### src/rtl/duplex_port_pkg.sv
package duplex_port_pkg;

  typedef enum logic [1:0] {
    BUS_IDLE  = 2'd0,
    BUS_WRITE = 2'd1,
    BUS_READ  = 2'd2
  } bus_mode_e;

  typedef struct packed {
    logic push;
    logic pop;
  } strobe_t;

  function automatic bus_mode_e mode_of(input logic sel_n, input logic dir_wr);
    if (sel_n)       return BUS_IDLE;
    else if (dir_wr) return BUS_WRITE;
    else             return BUS_READ;
  endfunction

endpackage

### src/rtl/port_mode_decode.sv
module port_mode_decode
  import duplex_port_pkg::*;
(
  input  logic      sel_n,
  input  logic      dir_wr,
  output bus_mode_e mode,
  output logic      oe
);
  always_comb begin
    mode = mode_of(sel_n, dir_wr);
    oe   = (mode == BUS_READ);
  end
endmodule

### src/rtl/xfer_qualify.sv
module xfer_qualify
  import duplex_port_pkg::*;
(
  input  bus_mode_e mode,
  input  logic      wr_en,
  input  logic      rd_en,
  input  logic      ob_space,
  input  logic      ib_avail,
  output strobe_t   fire
);
  always_comb begin
    fire.push = 1'b0;
    fire.pop  = 1'b0;
    unique case (mode)
      BUS_WRITE: fire.push = wr_en & ob_space;
      BUS_READ:  fire.pop  = rd_en & ib_avail;
      default:   ;
    endcase
  end
endmodule

### src/rtl/strobe_stage.sv
module strobe_stage
  import duplex_port_pkg::*;
#(
  parameter int W          = 18,
  parameter bit DATA_RESET = 1'b1
) (
  input  logic         clk,
  input  logic         rst_n,
  input  strobe_t      fire,
  input  logic [W-1:0] din,
  output strobe_t      q,
  output logic [W-1:0] data_q
);
  always_ff @(posedge clk or negedge rst_n) begin
    if (!rst_n) q <= '0;
    else        q <= fire;
  end

  generate
    if (DATA_RESET) begin : g_rst_data
      always_ff @(posedge clk or negedge rst_n) begin
        if (!rst_n)         data_q <= '0;
        else if (fire.push) data_q <= din;
      end
    end else begin : g_plain_data
      always_ff @(posedge clk) begin
        if (fire.push) data_q <= din;
      end
    end
  endgenerate
endmodule

### src/rtl/duplex_port_ctl.sv
module duplex_port_ctl
  import duplex_port_pkg::*;
#(
  parameter int W = 18
) (
  input  logic         clk,
  input  logic         rst_n,
  input  logic         sel_n,
  input  logic         dir_wr,
  input  logic         wr_en,
  input  logic         rd_en,
  input  logic         ob_space,
  input  logic         ib_avail,
  input  logic [W-1:0] bus_din,
  input  logic [W-1:0] ib_head,
  output logic         bus_oe,
  output logic [W-1:0] bus_dout,
  output logic         push_valid,
  output logic [W-1:0] push_data,
  output logic         pop_take
);
  bus_mode_e mode;
  strobe_t   fire;
  strobe_t   stb_q;

  port_mode_decode u_dec (
    .sel_n  (sel_n),
    .dir_wr (dir_wr),
    .mode   (mode),
    .oe     (bus_oe)
  );

  xfer_qualify u_qual (
    .mode     (mode),
    .wr_en    (wr_en),
    .rd_en    (rd_en),
    .ob_space (ob_space),
    .ib_avail (ib_avail),
    .fire     (fire)
  );

  strobe_stage #(.W(W), .DATA_RESET(1'b1)) u_stb (
    .clk    (clk),
    .rst_n  (rst_n),
    .fire   (fire),
    .din    (bus_din),
    .q      (stb_q),
    .data_q (push_data)
  );

  assign push_valid = stb_q.push;
  assign pop_take   = stb_q.pop;
  assign bus_dout   = ib_head;
endmodule

### config.mk
export PLATFORM = sky130hd
export DESIGN_NAME = duplex_port_ctl
export DESIGN_NICKNAME = d
export VERILOG_FILES = /design/src/rtl/duplex_port_pkg.sv /design/src/rtl/port_mode_decode.sv /design/src/rtl/xfer_qualify.sv /design/src/rtl/strobe_stage.sv /design/src/rtl/duplex_port_ctl.sv
export SDC_FILE = /design/constraint.sdc
export NUM_CORES = 1
export LEC_CHECK = 0
export BUFFER_PORTS_ARGS = -buffer_cell sky130_fd_sc_hd__buf_2
export CORE_MARGIN = 2
export CORE_UTILIZATION = 40
export CTS_BUF_LIST = sky130_fd_sc_hd__clkbuf_16
export CTS_CLUSTER_DIAMETER = 200
export DETAILED_ROUTE_END_ITERATION = 8
export GPL_TIMING_DRIVEN = 0
export MAX_ROUTING_LAYER = met4
export PLACE_DENSITY_LB_ADDON = 0.2
export SYNTH_ARGS = -nofsm -noshare
export SYNTH_HDL_FRONTEND = slang
export SYNTH_HIERARCHICAL = 1
export SYNTH_SLANG_ARGS = --single-unit
### constraint.sdc
create_clock -name clk -period 1.8 [get_ports clk]
set_input_delay 0.36 -clock clk [delete_from_list [all_inputs] [get_ports clk]]
set_output_delay 0.36 -clock clk [all_outputs]
set_load 0.02 [all_outputs]
==> results.md <==
* CTS Buf Count at 3
* Initial drt markers at 3
* Fin. max-slew vios at 0
* Post-synthesis instance area at 947 um^2
* PwrDens at 1100 nW/um^2
* Routed vias at 683
* Residual DRC at 0
* Postcts setup bufs at 0
* Tcrit/Tclk final at 77.0%
* Min-Delay Path Class: primary input to async pin
* Avg Cell Area, Syn at 15.0 um^2
* Final clock skew at 0 ns
* Chip width at 52.7 um
* Final hold vios at 0
* Top Layer Used: met3
* Setup violations, final at 0
* Core area at 2230 um^2
* Initial Util at 42.4%
* Synth Instances at 63
* Seq/Total Area, Yosys at 52.8%
* Worst hold slack at 0.0490 ns
* Footprint of the multi-input gates at 273 um^2
* Leak pwr at 0.000767 uW
* Total GRT Usage at 13.0%
* Number of synthesized register bits at 20
* Ant. Diodes at 0
* Combinational Power Share at 31.7%
* Area delta synth->final at 45.8%
* Least-Margin Pin Slew at 0.426 ns
* WL final at 1.77 mm
* Switch Pwr at 439 uW
* Nets at 176
* Cell-internal power at 1070 uW
* Relative slew slack at 71.6%
* Worst EP arrival at 1.51 ns
* Crit path kind: primary input to register
* WP data required at 1.93 ns
* First-pass GRT wire length at 2.55 mm
* CP Launch Type: primary input
* Initial antenna violation count at 0
* Switching share of total power at 29.0%
* Met2 WL at 902 um
* Post_cts resized at 0
* Port-buffer cells at 64
* DP Wirelength at 1.40 mm
* Met1 WL at 694 um
* Number of detailed-route iterations in the first pass at 2
* Die ar. at 2770 um^2
* Tmin final at 1.39 ns
* Vias per cell at 4.30
* Io pins at 83
* Std cell rows at 17
* Max-cap viol count at 0
* Type of element capturing the critical path: register
* Post-route ant nets at 0
* Outcome: finished, final reports clean
* Remaining global-route overflow at 0
* Reg2reg setup slack at 1.03 ns
* Clock Sinks at 20
* Yosys warns at 6
* FMAX at 721 MHz
* FF/Latch Area at 500 um^2
* Bufs on Longest Clock Path at 2
* Final Wtd Congestion at 0.637
* Cell variety after synth at 9
* RSZ-0062 raised after global routing: no
* Clk pwr share at 29.1%
* Clock root cell: clkbuf_16
* Vias in the first global route at 611
* Largest net degree at the start of global routing at 21
* Layout cell share with drive strength beyond 1 at 81.7%
* Worst vdd ir at 0.000985 V
* Htree depth at 1
* Met3 Wirelength at 170 um
* Clock edge transition at the registers on the reported setup and hold paths at 0.05 ns
* Mapped Nets at 107
* Die extent in y at 52.7 um
* CTS tree: done
* Drt wl/cell at 11.1 um
* Sum Neg Setup Slack at 0 ns
* Crit-path max FO at 10
* Register share of total power at 39.2%
* Layout fillers at 195
* Clock Latency Late Sink at 0.24 ns
* Post-CTS Hold Fix Bufs at 0
## stage by stage
stage | setup WS, ns | utilization, % | power (uW) | instance area, um^2 | std cells
2_1_floorplan | 0.0480 | - | 914 | 947 | 63
3_3_place_gp | 0.164 | 58.3 | 1070 | 1300 | 155
3_5_place_dp | 0.153 | 58.3 | 1080 | 1300 | 155
4_1_cts | 0.414 | 61.8 | 1540 | 1380 | 159
5_1_grt | 0.363 | 61.8 | 1600 | 1380 | 159
6_report | 0.414 | 61.8 | 1510 | 1380 | 159
## registers in the layout (all words and copies together) (netlist names)
register and flops:
u_stb/q 2, u_stb/data_q 18
## layer usage
layer / vias up / global-route usage, %
li1: 330 / -
met1: 314 / 13.7
met2: 39 / 23.1
met3: 0 / 5.14
met4: 0 / 2.56
met5: - / -
## Yosys cell counts
library cell	instances	area, um^2
dfrtp_1	20	500
buf_4	19	143
mux2_4	10	150
mux2_2	8	90.1
and4b_1	2	20.0
buf_12	1	20.0
buf_6	1	11.3
nor2_1	1	3.75
nor2b_2	1	8.76
## cell type report
type	count	area share, %
repair buffers	64	23.2
clock buffers	3	5.43
flip-flops and latches	20	36.2
well taps	28	2.54
clock inverters	1	0.272
multi-input cells	22	19.7
plain buffers	21	12.6
## path summary, 6_finish.rpt
path,startpoint,endpoint,cells after the start
max,sel_n,u_stb/data_q[10],7
min,rst_n,u_stb/data_q[14],1
max reg2reg,u_stb/data_q[11],u_stb/data_q[11],1
min reg2reg,u_stb/data_q[4],u_stb/data_q[4],1
max in group asynchronous,rst_n,u_stb/data_q[17],1
min in group clk,bus_din[4],u_stb/data_q[4],2
## power groups by stage
stage | sequential [uW] | combinational (uW) | clock [uW]
after global routing | 608 | 510 | 479
after global placement | 597 | 478 | 0
after floorplan | 727 | 187 | 0
after CTS | 596 | 486 | 453
after detailed placement | 601 | 483 | 0
final | 593 | 480 | 440
## cells by family (layout without fill, tap and decap cells)
kind of cell	count (synthesis)	after routing	synth area share [%]
buf+inv	21	89	18.4
flops	20	20	52.8
mux	18	18	25.4
simple gates	4	4	3.43
## worst max-delay path: stages
cell and delay [ns]:
buf_2 0.11, nor2_1 0.12, buf_4 0.13, and4b_1 0.20, buf_6 0.15, buf_12 0.15
mux2_4 0.30
## cell usage in the layout (no fill, tap or decap)
cell       count
dfrtp_1       20
clkbuf_16      3
nor2b_2        1
buf_6          1
clkinv_1       1
buf_2         64
mux2_2         8
mux2_4        10
buf_4         19
and4b_1        2
buf_12         1
nor2_1         1
Note: power is estimated with default switching activity, not from simulation.
